===== src/rtl/gpio_pkg.sv =====
package gpio_pkg;
  localparam int unsigned OFF_DIR  = 0;
  localparam int unsigned OFF_DATA = 2;
  localparam int unsigned OFF_PORT = 4;

  typedef enum logic [1:0] {
    RS_DIR,
    RS_DATA,
    RS_PORT,
    RS_NONE
  } rsel_e;
endpackage


===== src/rtl/gpio_sync.sv =====
module gpio_sync #(
  parameter int W      = 16,
  parameter int STAGES = 2
) (
  input  logic         clk,
  input  logic [W-1:0] d,
  output logic [W-1:0] q
);
  // No reset: the mirror has no fixed reset value, it follows the pads.
  logic [W-1:0] st [STAGES];

  always_ff @(posedge clk) begin
    st[0] <= d;
    for (int i = 1; i < STAGES; i++) st[i] <= st[i-1];
  end

  assign q = st[STAGES-1];
endmodule


===== src/rtl/gpio_regs.sv =====
module gpio_regs #(
  parameter int W = 16
) (
  input  logic         clk,
  input  logic         rst,
  input  logic         wr_dir,
  input  logic         wr_dat,
  input  logic [W-1:0] wdata,
  output logic [W-1:0] dir_q,
  output logic [W-1:0] lat_q
);
  always_ff @(posedge clk) begin
    if (rst) begin
      dir_q <= '0;
      lat_q <= '0;
    end else begin
      if (wr_dir) dir_q <= wdata;
      // Latch is written whatever the direction or ownership.
      if (wr_dat) lat_q <= wdata;
    end
  end
endmodule


===== src/rtl/gpio_pinmux.sv =====
module gpio_pinmux #(
  parameter int W = 16
) (
  input  logic [W-1:0] sel,
  input  logic [W-1:0] dir_q,
  input  logic [W-1:0] lat_q,
  input  logic [W-1:0] p_out,
  input  logic [W-1:0] p_oe,
  output logic [W-1:0] pad_out,
  output logic [W-1:0] pad_oe
);
  for (genvar i = 0; i < W; i++) begin : g_bit
    assign pad_out[i] = sel[i] ? p_out[i] : lat_q[i];
    assign pad_oe[i]  = sel[i] ? p_oe[i]  : dir_q[i];
  end
endmodule


===== src/rtl/gpio_readmux.sv =====
module gpio_readmux #(
  parameter int W = 16
) (
  input  gpio_pkg::rsel_e rsel,
  input  logic [W-1:0]    dir_q,
  input  logic [W-1:0]    lat_q,
  input  logic [W-1:0]    pins_s,
  output logic [W-1:0]    rdata
);
  logic [W-1:0] data_view;

  for (genvar i = 0; i < W; i++) begin : g_view
    assign data_view[i] = dir_q[i] ? lat_q[i] : pins_s[i];
  end

  always_comb begin
    case (rsel)
      gpio_pkg::RS_DIR:  rdata = dir_q;
      gpio_pkg::RS_DATA: rdata = data_view;
      gpio_pkg::RS_PORT: rdata = pins_s;
      default:           rdata = '0;
    endcase
  end
endmodule


===== src/rtl/gpio_port.sv =====
module gpio_port #(
  parameter int WIDTH       = 16,
  parameter int ADDR_W      = 3,
  parameter int SYNC_STAGES = 2
) (
  input  logic              clk,
  input  logic              rst,
  input  logic              bus_wr,
  input  logic [ADDR_W-1:0] bus_addr,
  input  logic [WIDTH-1:0]  bus_wdata,
  output logic [WIDTH-1:0]  bus_rdata,
  input  logic [WIDTH-1:0]  pin_in,
  input  logic [WIDTH-1:0]  periph_sel,
  input  logic [WIDTH-1:0]  periph_out,
  input  logic [WIDTH-1:0]  periph_oe,
  output logic [WIDTH-1:0]  pin_out,
  output logic [WIDTH-1:0]  pin_oe
);
  import gpio_pkg::*;

  rsel_e            rsel;
  logic [WIDTH-1:0] dir_q;
  logic [WIDTH-1:0] lat_q;
  logic [WIDTH-1:0] pins_s;

  always_comb begin
    if      (bus_addr == ADDR_W'(OFF_DIR))  rsel = RS_DIR;
    else if (bus_addr == ADDR_W'(OFF_DATA)) rsel = RS_DATA;
    else if (bus_addr == ADDR_W'(OFF_PORT)) rsel = RS_PORT;
    else                                    rsel = RS_NONE;
  end

  gpio_sync #(.W(WIDTH), .STAGES(SYNC_STAGES)) u_sync (
    .clk (clk),
    .d   (pin_in),
    .q   (pins_s)
  );

  gpio_regs #(.W(WIDTH)) u_regs (
    .clk    (clk),
    .rst    (rst),
    .wr_dir (bus_wr && rsel == RS_DIR),
    .wr_dat (bus_wr && rsel == RS_DATA),
    .wdata  (bus_wdata),
    .dir_q  (dir_q),
    .lat_q  (lat_q)
  );

  gpio_pinmux #(.W(WIDTH)) u_mux (
    .sel     (periph_sel),
    .dir_q   (dir_q),
    .lat_q   (lat_q),
    .p_out   (periph_out),
    .p_oe    (periph_oe),
    .pad_out (pin_out),
    .pad_oe  (pin_oe)
  );

  gpio_readmux #(.W(WIDTH)) u_rd (
    .rsel   (rsel),
    .dir_q  (dir_q),
    .lat_q  (lat_q),
    .pins_s (pins_s),
    .rdata  (bus_rdata)
  );
endmodule


===== config.mk =====
export PLATFORM = sky130hd
export DESIGN_NAME = gpio_port
export DESIGN_NICKNAME = d
export VERILOG_FILES = /design/src/rtl/gpio_pkg.sv /design/src/rtl/gpio_sync.sv /design/src/rtl/gpio_regs.sv /design/src/rtl/gpio_pinmux.sv /design/src/rtl/gpio_readmux.sv /design/src/rtl/gpio_port.sv
export SDC_FILE = /design/constraint.sdc
export NUM_CORES = 1
export LEC_CHECK = 0
export ABC_AREA = 1
export BUFFER_PORTS_ARGS = -buffer_cell sky130_fd_sc_hd__buf_4
export CAP_MARGIN = 20
export CORE_AREA = 2 2 84 86
export DETAILED_ROUTE_END_ITERATION = 8
export DIE_AREA = 0 0 86 88
export PLACE_DENSITY = 0.83
export SYNTH_ARGS = -nofsm -noshare
export SYNTH_HDL_FRONTEND = slang
export SYNTH_SLANG_ARGS = --single-unit

===== constraint.sdc =====
create_clock -name clk -period 1.4 [get_ports clk]
set_clock_uncertainty 0.2 [all_clocks]
set_input_delay 0 -clock clk [delete_from_list [all_inputs] [get_ports clk]]
set_output_delay 0 -clock clk [all_outputs]
set_load 0.05 [all_outputs]

==> qor.yml, run 1 <==
run_status:
  status: "finished clean"
synth:
  yosysWarningCount: 0
  ys_top_cells_by_count: "160 x nand2_1, 82 x inv_1, 64 x dfxtp_1, 48 x o21ai_0"
  synth_area_leaders: "dfxtp_1 43%, nand2_1 20%, inv_1 10%"
  ys_types: 18
  synth_most_common_cell: "nand2_1"
  synth_seq_cells: 64
  synth_top_area_share: 0.4256
  netlist_area_sq_um: 3010
  synthCells: 461
  avgSynthCellArea_sq_um: 6.530
  synth_flop_cell: "dfxtp_1"
  synth-edff-count: 0
  async_flop_share: 0
  synth_seq_area_share: 0.4256
  synth_area_leader_cell: "dfxtp_1"
  syn_nets: 547
detailed_routing:
  drt_drc_violations_left: 0
  drt_wl_total_mm: 10.23
  postRouteAntennaNets: 0
  wl_per_cell_um: 14.00
  avgViaCountPerCell: 5.075
  dr.pass1.iters: 5
  first_iter_violations: 173
  vias: 3710
floorplan:
  ios: 134
  fp.dieH_um: 88
  dieArea_sq_um: 7568
  initial_core_util: 0.4531
  num_rows: 30
  die_x_um: 86
  core_sq_um: 6644
min_path:
  hp-class: "input port to register"
  hold_depth: 5
  whs_endpoint: "u_regs.lat_q[14]"
  hp-start: "bus_addr[1]"
cts:
  cts.sinks: 64
  worstSkewPairLatency_ns: 0.33
  cts.htree.levels: 3
  numCtsBuffers: 9
  cts_tree: "yes"
  cts_max_path_buffers: 2
  path_clk_slew_ns: 0.07
  cts-root-buf: "clkbuf_8"
place:
  port_buffers: 133
  gp_congestion: 0.8249
  hpwl_mm: 6.104
critical_path:
  r2r_slack_ns: 0.38
  path_max_fanout: 4
  path_class: "register to output pin"
  critPathCaptureType: "output pin"
  r2r-end: "u_regs.dir_q[7]"
  reg2reg_depth: 5
  cp.arrival_ns: 1.20
  worstReg2RegStart: "u_regs.dir_q[7]"
  required_ns: 1.20
  crit_path_start_kind: "register"
global_routing:
  grt_pass1_vias: 3371
  grt_pass1_wl_mm: 14.67
  track_usage: 0.2477
  antenna_found_initial: 0
  grt_max_degree: 33
  grt_overflow: 0
timing:
  setup_viol: 0
  relSlewSlack: 0.7195
  max_freq_ghz: 0.7150
  post-route-period-util: 0.9990
  finalMaxSlewViolations: 0
  hold_viol_final: 0
  timing.hold.ws_ns: 0.04678
  grt_setup_unrepaired: "true"
  fin_crit_ns: 1.399
  worstMarginPinSlew_ns: 0.4203
cells_and_area:
  nets: 732
  finish.utilization: 0.7467
  insertedDiodeCount: 0
  syn_to_final_growth_pct: 64.80
  final_layout_size_suffix_gt1_frac: 0.3687
pwr:
  power_density_nw_per_um2: 928.9
  irDropWorstVdd_mv: 0.6394
  power_leakage_nw: 2.606
flow_run:
  cap_violations: 0
worst max-delay path by stage:
stage,start,endpoint,slack [ns],cells after the start
finish,u_regs.dir_q[14],bus_rdata[14],0.001,5
global route,u_regs.dir_q[14],bus_rdata[14],-0.07,5
CTS,u_regs.dir_q[14],bus_rdata[14],0.0009,6
detailed placement,bus_addr[2],u_regs.dir_q[1],0.16,6
global placement,bus_addr[1],bus_rdata[5],0.21,8
floorplan,bus_addr[1],bus_rdata[0],0.08,7
area by class of cell:
class / count / area [sq um]
timing repair buffer: 191 / 1629
multi-input combinational: 296 / 1433
inverter: 84 / 315.3
clock inverter: 5 / 31.28
clock buffer: 11 / 151.4
tap: 80 / 100.1
fill: 488 / 1683
sequential: 64 / 1301
power by group:
part           switching [mW]  internal (mW)
Combinational           0.713          0.505
Sequential             0.0369           1.91
Clock                   0.715          0.732
Total                    1.47           3.14
layer usage:
metal | wire length (um) | share of wire | track usage
met1 | 3860 | 0.38 | 0.2612
met2 | 5391 | 0.53 | 0.4651
met3 | 642 | 0.063 | 0.05184
met4 | 338 | 0.033 | 0.1241
met5 | 0 | 0 | 0
placed cells by master, fill, tap and decap left out:
cell type      count
buf_4            137
buf_6              8
buf_8             10
clkbuf_8          11
clkinv_2           3
clkinv_4           1
clkinvlp_4         1
dfxtp_1           48
dfxtp_2           16
dlygate4sd3_1     36
inv_1             64
inv_2             20
nand2_1          156
nand2_2            5
nand3_2           18
nand4_1           32
nor2_1            32
nor2_2             1
nor2_4             3
nor3_4             1
o21ai_1           43
o21ai_2            5
cells by family (layout without fill, tap and decap cells):
group / after synthesis / in the layout / share of synthesized area
simple gates: 248 / 248 / 0.3599
buf+inv: 101 / 291 / 0.1347
flops: 64 / 64 / 0.4256
compound gates: 48 / 48 / 0.07980
metrics by stage:
step           total power, mW  setup TNS (ns)  cells  instance area (sq um)  setup slack (ns)
2_1_floorplan            2.574               0    461                   3010           0.08224
5_1_grt                  4.802         -0.3979    731                   4961          -0.07008
6_report                 4.608               0    731                   4961          0.001419
3_3_place_gp             2.975               0    670                   4116            0.2124
4_1_cts                  4.527               0    722                   4723         0.0009381
3_5_place_dp             3.001               0    670                   4116            0.1554
state kept, by name, indices dropped and copies added, names as in the netlist:
register	cells
u_regs.dir_q	16
u_sync.st	32
u_regs.lat_q	16
repair_timing:
| item | CTS | global route |
|---|---|---|
| resized for setup | 49 | 54 |
| endpoints found under the hold margin | 48 | 0 |
| endpoints found under the setup margin | 16 | 16 |
| hold buffers | 36 | 0 |
| buffers inserted | 0 | 9 |
| pin swaps | 0 | 6 |
worst max-delay path, cell delays in order (launching register included):
cell,delay (ns)
dfxtp_2,0.34
inv_2,0.06
o21ai_2,0.16
nand2_1,0.08
nand3_2,0.08
buf_8,0.14
No activity file was read; power rests on OpenSTA's default activity.
==> run 2: changes to the inputs <==
--- a/config.mk
+++ b/config.mk
@@ -12,6 +12,8 @@
 export DETAILED_ROUTE_END_ITERATION = 8
 export DIE_AREA = 0 0 86 88
 export PLACE_DENSITY = 0.83
+export REMOVE_ABC_BUFFERS = 1
+export SLEW_MARGIN = 5
 export SYNTH_ARGS = -nofsm -noshare
 export SYNTH_HDL_FRONTEND = slang
 export SYNTH_SLANG_ARGS = --single-unit
==> qor.yml, run 2 (synthesis gave the netlist of run 1 again) <==
pwr:
  power.share.clock: 0.331  # was 0.314
  power_leakage_nw: 2.566  # was 2.606 nW
  p_int_mw: 3.257  # was 3.143 mW
  p_comb_frac: 0.253  # was 0.264
  irDropWorstVdd_mv: 0.7388  # was 0.6394 mV
  switching_share: 0.3020  # was 0.3179
  power_mw: 4.667  # was 4.608 mW
  switching_power_mw: 1.409  # was 1.465 mW
  seq_power_share: 0.416  # was 0.422
  power_density_nw_per_um2: 950.7  # was 928.9 nW/um^2
run_status:
  status: "finished, violations left"  # was finished clean
  violations: "negative setup slack"
floorplan:
  ios: 134  # unchanged
  die_x_um: 86  # unchanged
  fp.dieH_um: 88  # unchanged
  dieArea_sq_um: 7568  # unchanged
  initial_core_util: 0.4531  # unchanged
  core_sq_um: 6644  # unchanged
  num_rows: 30  # unchanged
critical_path:
  crit_path_start_kind: "register"  # unchanged
  required_ns: 1.20  # about the same
  path_class: "register to output pin"  # unchanged
  critPathCaptureType: "output pin"  # unchanged
  cp.arrival_ns: 1.22  # was 1.20 ns
  path_max_fanout: 3  # was 4
global_routing:
  antenna_found_initial: 0  # unchanged
  track_usage: 0.2382  # was 0.2477
  grt_max_degree: 33  # unchanged
  grt_overflow: 0  # unchanged
  grt_pass1_vias: 3231  # was 3371
  grt_pass1_wl_mm: 14.08  # was 14.67 mm
cts:
  cts_tree: "yes"  # unchanged
  cts-root-buf: "clkbuf_8"  # unchanged
  numCtsBuffers: 9  # unchanged
  cts_max_path_buffers: 2  # unchanged
  path_clk_slew_ns: 0.07  # about the same
  cts.htree.levels: 3  # unchanged
  cts.sinks: 64  # unchanged
  worstSkewPairLatency_ns: 0.34  # was 0.33 ns
place:
  port_buffers: 133  # unchanged
  gp_congestion: 0.7936  # was 0.8249
  post_dp_cell_area_sq_um: 4116  # unchanged
  post-place-cells: 670  # unchanged
  hpwl_mm: 6.032  # was 6.104 mm
detailed_routing:
  postRouteAntennaNets: 0  # unchanged
  vias: 3544  # was 3710
  avgViaCountPerCell: 4.882  # was 5.075
  dr.pass1.iters: 5  # unchanged
  first_iter_violations: 173  # unchanged
  drt_wl_total_mm: 9.390  # was 10.23 mm
  wl_per_cell_um: 12.93  # was 14.00 um
  drt_drc_violations_left: 0  # unchanged
timing:
  grt_setup_unrepaired: "true"  # unchanged
  finalWorstSetupSlack_ns: -0.02112  # was 0.001419 ns
  worstMarginPinSlew_ns: 0.4986  # was 0.4203 ns
  finalMaxSlewViolations: 0  # unchanged
  max_freq_ghz: 0.7037  # was 0.7150 GHz
  hold_viol_final: 0  # unchanged
  relSlewSlack: 0.6665  # was 0.7195
  setup_viol: 4  # was 0
  fin_crit_ns: 1.421  # was 1.399 ns
  post-route-period-util: 1.015  # was 0.9990
cells_and_area:
  regMostFlops: "u_sync.st"  # unchanged
  finish.utilization: 0.7388  # was 0.7467
  fin_cells: 726  # was 731
  final_common_cell: "nand2_1"  # unchanged
  largest_registers: "u_sync.st (32), u_regs.dir_q (16), u_regs.lat_q (16)"  # unchanged
  final_layout_size_suffix_gt1_frac: 0.3467  # was 0.3687
  final_cell_mix: "156 x nand2_1, 134 x buf_4, 64 x inv_1"  # was 156 x nand2_1, 137 x buf_4, 64 x inv_1
  largest_reg_flops: 32  # unchanged
  syn_to_final_growth_pct: 63.05  # was 64.80%
  insertedDiodeCount: 0  # unchanged
  nets: 728  # was 732
  stdcell_area_sq_um: 4908  # was 4961 sq um
min_path:
  hp-class: "input port to register"  # unchanged
flow_run:
  cap_violations: 0  # unchanged
run 2: cell types whose count changed in the layout (fill, tap and decap cells not counted), moves of 2 or more:
cell      change
buf_4         -3
buf_6         -2
clkbuf_1      +2
clkinv_2      -2
dfxtp_1       +3
dfxtp_2       -3
nand3_1       +2
nand3_2       -2
o21ai_0      +30
o21ai_1      -27
o21ai_2       -3
run 2: final timing paths:
path	startpoint	end	slack (ns)	cells past startpoint
setup / recovery	u_regs.lat_q[2]	bus_rdata[2]	-0.02	5
hold / removal	bus_addr[1]	u_regs.lat_q[3]	0.04	5
setup reg to reg	u_regs.dir_q[11]	u_regs.dir_q[11]	0.42	5
hold reg to reg	u_sync.st[0][12]	u_sync.st[0][28]	0.13	0
run 2: cell type report:
type                    instances  area (sq um)
inverters                      84         317.8
well taps                      80         100.1
repair buffers                187          1594
fillers                       507          1735
clock inverters                 3         42.54
clock buffers                  12         145.1
multi-input cells             296          1411
flip-flops and latches         64          1297
run 2: per-layer routing:
metal  share of wire  up-vias  track usage
li1                -     1792            -
met1            0.40     1549       0.2773
met2            0.49      176       0.4271
met3           0.075       27      0.04618
met4           0.029        0       0.1010
met5               0        -            0
run 2: critical path, cell delays in order, from the launching register on:
cell and delay (ns):
dfxtp_1 0.33, inv_1 0.06, o21ai_1 0.14, nand2_1 0.10, nand3_2 0.10, buf_8 0.15
run 2: metrics by stage:
| step | hold slack (ns) | worst slack [ns] | TNS [ns] |
|---|---|---|---|
| finish | 0.03966 | -0.02112 | -0.05304 |
| global placement | -0.09531 | 0.1206 | 0 |
| detailed placement | -0.09429 | 0.1140 | 0 |
| CTS | 0.03880 | -0.004083 | -0.004083 |
| floorplan | -0.1723 | -0.2565 | -7.620 |
| global route | 0.06265 | -0.08866 | -0.3617 |
run 2: timing repair:
action	CTS	global route
resized for setup	48	48
endpoints found under the hold margin	48	0
endpoints found under the setup margin	16	21
pin swaps	0	12
setup buffers	0	4
hold buffers	37	0
run 2: power groups by stage:
stage	Sequential, mW	Combinational (mW)	Clock [mW]
after floorplan	1.96	0.566	0
after global placement	1.97	1.00	0
after detailed placement	1.97	1.02	0
after CTS	1.93	1.14	1.55
after global routing	1.95	1.26	1.62
final	1.94	1.18	1.54
==> run 3: changes to the inputs <==
--- a/config.mk
+++ b/config.mk
@@ -8,10 +8,11 @@
 export ABC_AREA = 1
 export BUFFER_PORTS_ARGS = -buffer_cell sky130_fd_sc_hd__buf_4
 export CAP_MARGIN = 20
-export CORE_AREA = 2 2 84 86
+export CORE_AREA = 2 2 82 84
+export CTS_BUF_LIST = sky130_fd_sc_hd__clkbuf_4
 export DETAILED_ROUTE_END_ITERATION = 8
-export DIE_AREA = 0 0 86 88
-export PLACE_DENSITY = 0.83
+export DIE_AREA = 0 0 84 86
+export PLACE_DENSITY = 0.87
 export REMOVE_ABC_BUFFERS = 1
 export SLEW_MARGIN = 5
 export SYNTH_ARGS = -nofsm -noshare
==> qor.yml, run 3 (synthesis gave the netlist of run 1 again) <==
run_status:
  status: "finished, violations left"  # unchanged
  violations: "negative hold slack, negative setup slack"  # was negative setup slack
critical_path:
  reg2reg_depth: 6  # was 5
  critPathCaptureType: "output pin"  # unchanged
  required_ns: 1.20  # about the same
  path_max_fanout: 4  # was 3
  slowest_stage: "dfxtp_2"  # was dfxtp_1
  crit_path_start_kind: "register"  # unchanged
  slowest_delay_ns: 0.35  # was 0.33 ns
  path_class: "register to output pin"  # unchanged
  cp.arrival_ns: 1.32  # was 1.22 ns
  crit_chain: "inv_2 -> nand2_2 -> o21ai_2 -> nand2_1 -> nand3_2 -> buf_6"  # was inv_1 -> o21ai_1 -> nand2_1 -> nand3_2 -> buf_8
floorplan:
  die_x_um: 84  # was 86 um
  fp.dieH_um: 86  # was 88 um
  initial_core_util: 0.4796  # was 0.4531
  dieArea_sq_um: 7224  # was 7568 sq um
  ios: 134  # unchanged
  num_rows: 29  # was 30
  core_sq_um: 6277  # was 6644 sq um
cells_and_area:
  largest_registers: "u_sync.st (32), u_regs.dir_q (16), u_regs.lat_q (16)"  # unchanged
  seq_area_sq_um: 1309  # was 1297 sq um
  final_cell_mix: "156 x nand2_1, 129 x buf_4, 61 x inv_1"  # was 156 x nand2_1, 134 x buf_4, 64 x inv_1
  syn_to_final_growth_pct: 73.82  # was 63.05%
  regMostFlops: "u_sync.st"  # unchanged
  num-fill-cells: 360  # was 507
  final_layout_size_suffix_gt1_frac: 0.3852  # was 0.3467
  largest_reg_flops: 32  # unchanged
  final_common_cell: "nand2_1"  # unchanged
  fin_cells: 752  # was 726
  nets: 756  # was 728
  multi_input_area_sq_um: 1449  # was 1411 sq um
  insertedDiodeCount: 0  # unchanged
timing:
  timing.hold.ws_ns: -0.03950  # was 0.03966 ns
  hold_viol_final: 6  # was 0
  worstMarginPinSlew_ns: 0.4798  # was 0.4986 ns
  fin_crit_ns: 1.515  # was 1.421 ns
  finalWorstSetupSlack_ns: -0.1153  # was -0.02112 ns
  finalMaxSlewViolations: 0  # unchanged
  setup_viol: 18  # was 4
  relSlewSlack: 0.6791  # was 0.6665
  post-route-period-util: 1.082  # was 1.015
  grt_setup_unrepaired: "true"  # unchanged
  max_freq_ghz: 0.6599  # was 0.7037 GHz
detailed_routing:
  dr.pass1.iters: 5  # unchanged
  drt_wl_total_mm: 11.59  # was 9.390 mm
  avgViaCountPerCell: 5.278  # was 4.882
  wl_per_cell_um: 15.42  # was 12.93 um
  vias: 3969  # was 3544
  postRouteAntennaNets: 0  # unchanged
  drt_drc_violations_left: 0  # unchanged
  first_iter_violations: 223  # was 173
pwr:
  switching_share: 0.3536  # was 0.3020
  power_density_nw_per_um2: 837.1  # was 950.7 nW/um^2
  power.share.clock: 0.254  # was 0.331
  irDropWorstVdd_mv: 0.6938  # was 0.7388 mV
  p_comb_frac: 0.302  # was 0.253
  switching_power_mw: 1.549  # was 1.409 mW
  power_mw: 4.380  # was 4.667 mW
  seq_power_share: 0.444  # was 0.416
  p_int_mw: 2.832  # was 3.257 mW
  power_leakage_nw: 2.711  # was 2.566 nW
global_routing:
  grt_max_degree: 33  # unchanged
  track_usage: 0.2840  # was 0.2382
  antenna_found_initial: 0  # unchanged
  grt_pass1_vias: 3821  # was 3231
  grt_overflow: 0  # unchanged
  grt_pass1_wl_mm: 16.56  # was 14.08 mm
cts:
  cts.sinks: 64  # unchanged
  path_clk_slew_ns: 0.12  # was 0.07 ns
  cts.htree.levels: 3  # unchanged
  cts_tree: "yes"  # unchanged
  cts_max_path_buffers: 2  # unchanged
  numCtsBuffers: 9  # unchanged
  worstSkewPairLatency_ns: 0.43  # was 0.34 ns
  cts-root-buf: "clkbuf_4"  # was clkbuf_8
min_path:
  hp-class: "input port to register"  # unchanged
  hold_depth: 5  # unchanged
place:
  port_buffers: 133  # unchanged
  hpwl_mm: 5.919  # was 6.032 mm
  post-place-cells: 664  # was 670
  gp_congestion: 0.7474  # was 0.7936
flow_run:
  cap_violations: 0  # unchanged
==> run 3: per-stage QoR <==
stage	util	worst slack [ns]	area [sq um]	TNS [ns]	hold slack [ns]
floorplan	-	-0.2565	2920	-7.620	-0.1723
global placement	0.6556	0.1771	4115	0	-0.09564
detailed placement	0.6556	0.1418	4115	0	-0.09450
CTS	0.7985	-0.06154	5012	-0.6926	0.006239
global route	0.8336	-0.1899	5233	-2.135	0.007296
finish	0.8336	-0.1153	5233	-1.192	-0.03950
==> run 3: layout make-up <==
class                   count  area share
repair buffers            215      0.3702
multi-input cells         296      0.2769
flip-flops and latches     64      0.2501
inverters                  84     0.06217
well taps                  77     0.01841
clock buffers               9     0.01291
clock inverters             7    0.009326
==> run 3: worst max-delay path, delay by kind of cell (launching register included) <==
kind | cells | cell delay (ns)
DFF | 1 | 0.35
buffers and inverters | 2 | 0.24
AOI/OAI and AO/OA | 1 | 0.06
and+or+nand+nor | 3 | 0.23
==> run 3: repair_timing <==
action / 4_1_cts / 5_1_grt
resized for setup: 83 / 82
pin swaps: 5 / 12
hold buffers: 55 / 8
setup endpoints to repair: 30 / 67
endpoints found under the hold margin: 48 / 5
setup buffers: 11 / 7
==> run 3: path summary, 6_finish.rpt <==
check / slack (ns) / from / endpoint
setup / recovery: -0.12 / u_regs.dir_q[2] / bus_rdata[2]
hold / removal: -0.04 / bus_addr[1] / u_regs.lat_q[6]
setup reg to reg: 0.16 / u_regs.dir_q[14] / u_regs.dir_q[14]
hold reg to reg: 0.14 / u_sync.st[0][7] / u_sync.st[0][23]
==> run 3: per-layer routing <==
layer,up-vias,global-route usage,share of wire
met5,-,0,0
met2,254,0.5331,0.50
met4,0,0.1290,0.044
met1,1796,0.3095,0.36
met3,70,0.05390,0.089
li1,1849,-,-
==> run 3: power groups by stage <==
stage | Combinational [mW] | Clock, mW | Sequential [mW]
after global placement | 0.997 | 0 | 1.97
final | 1.32 | 1.11 | 1.95
after floorplan | 0.566 | 0 | 1.96
after detailed placement | 1.02 | 0 | 1.97
after CTS | 1.19 | 1.09 | 1.94
after global routing | 1.39 | 1.18 | 1.95
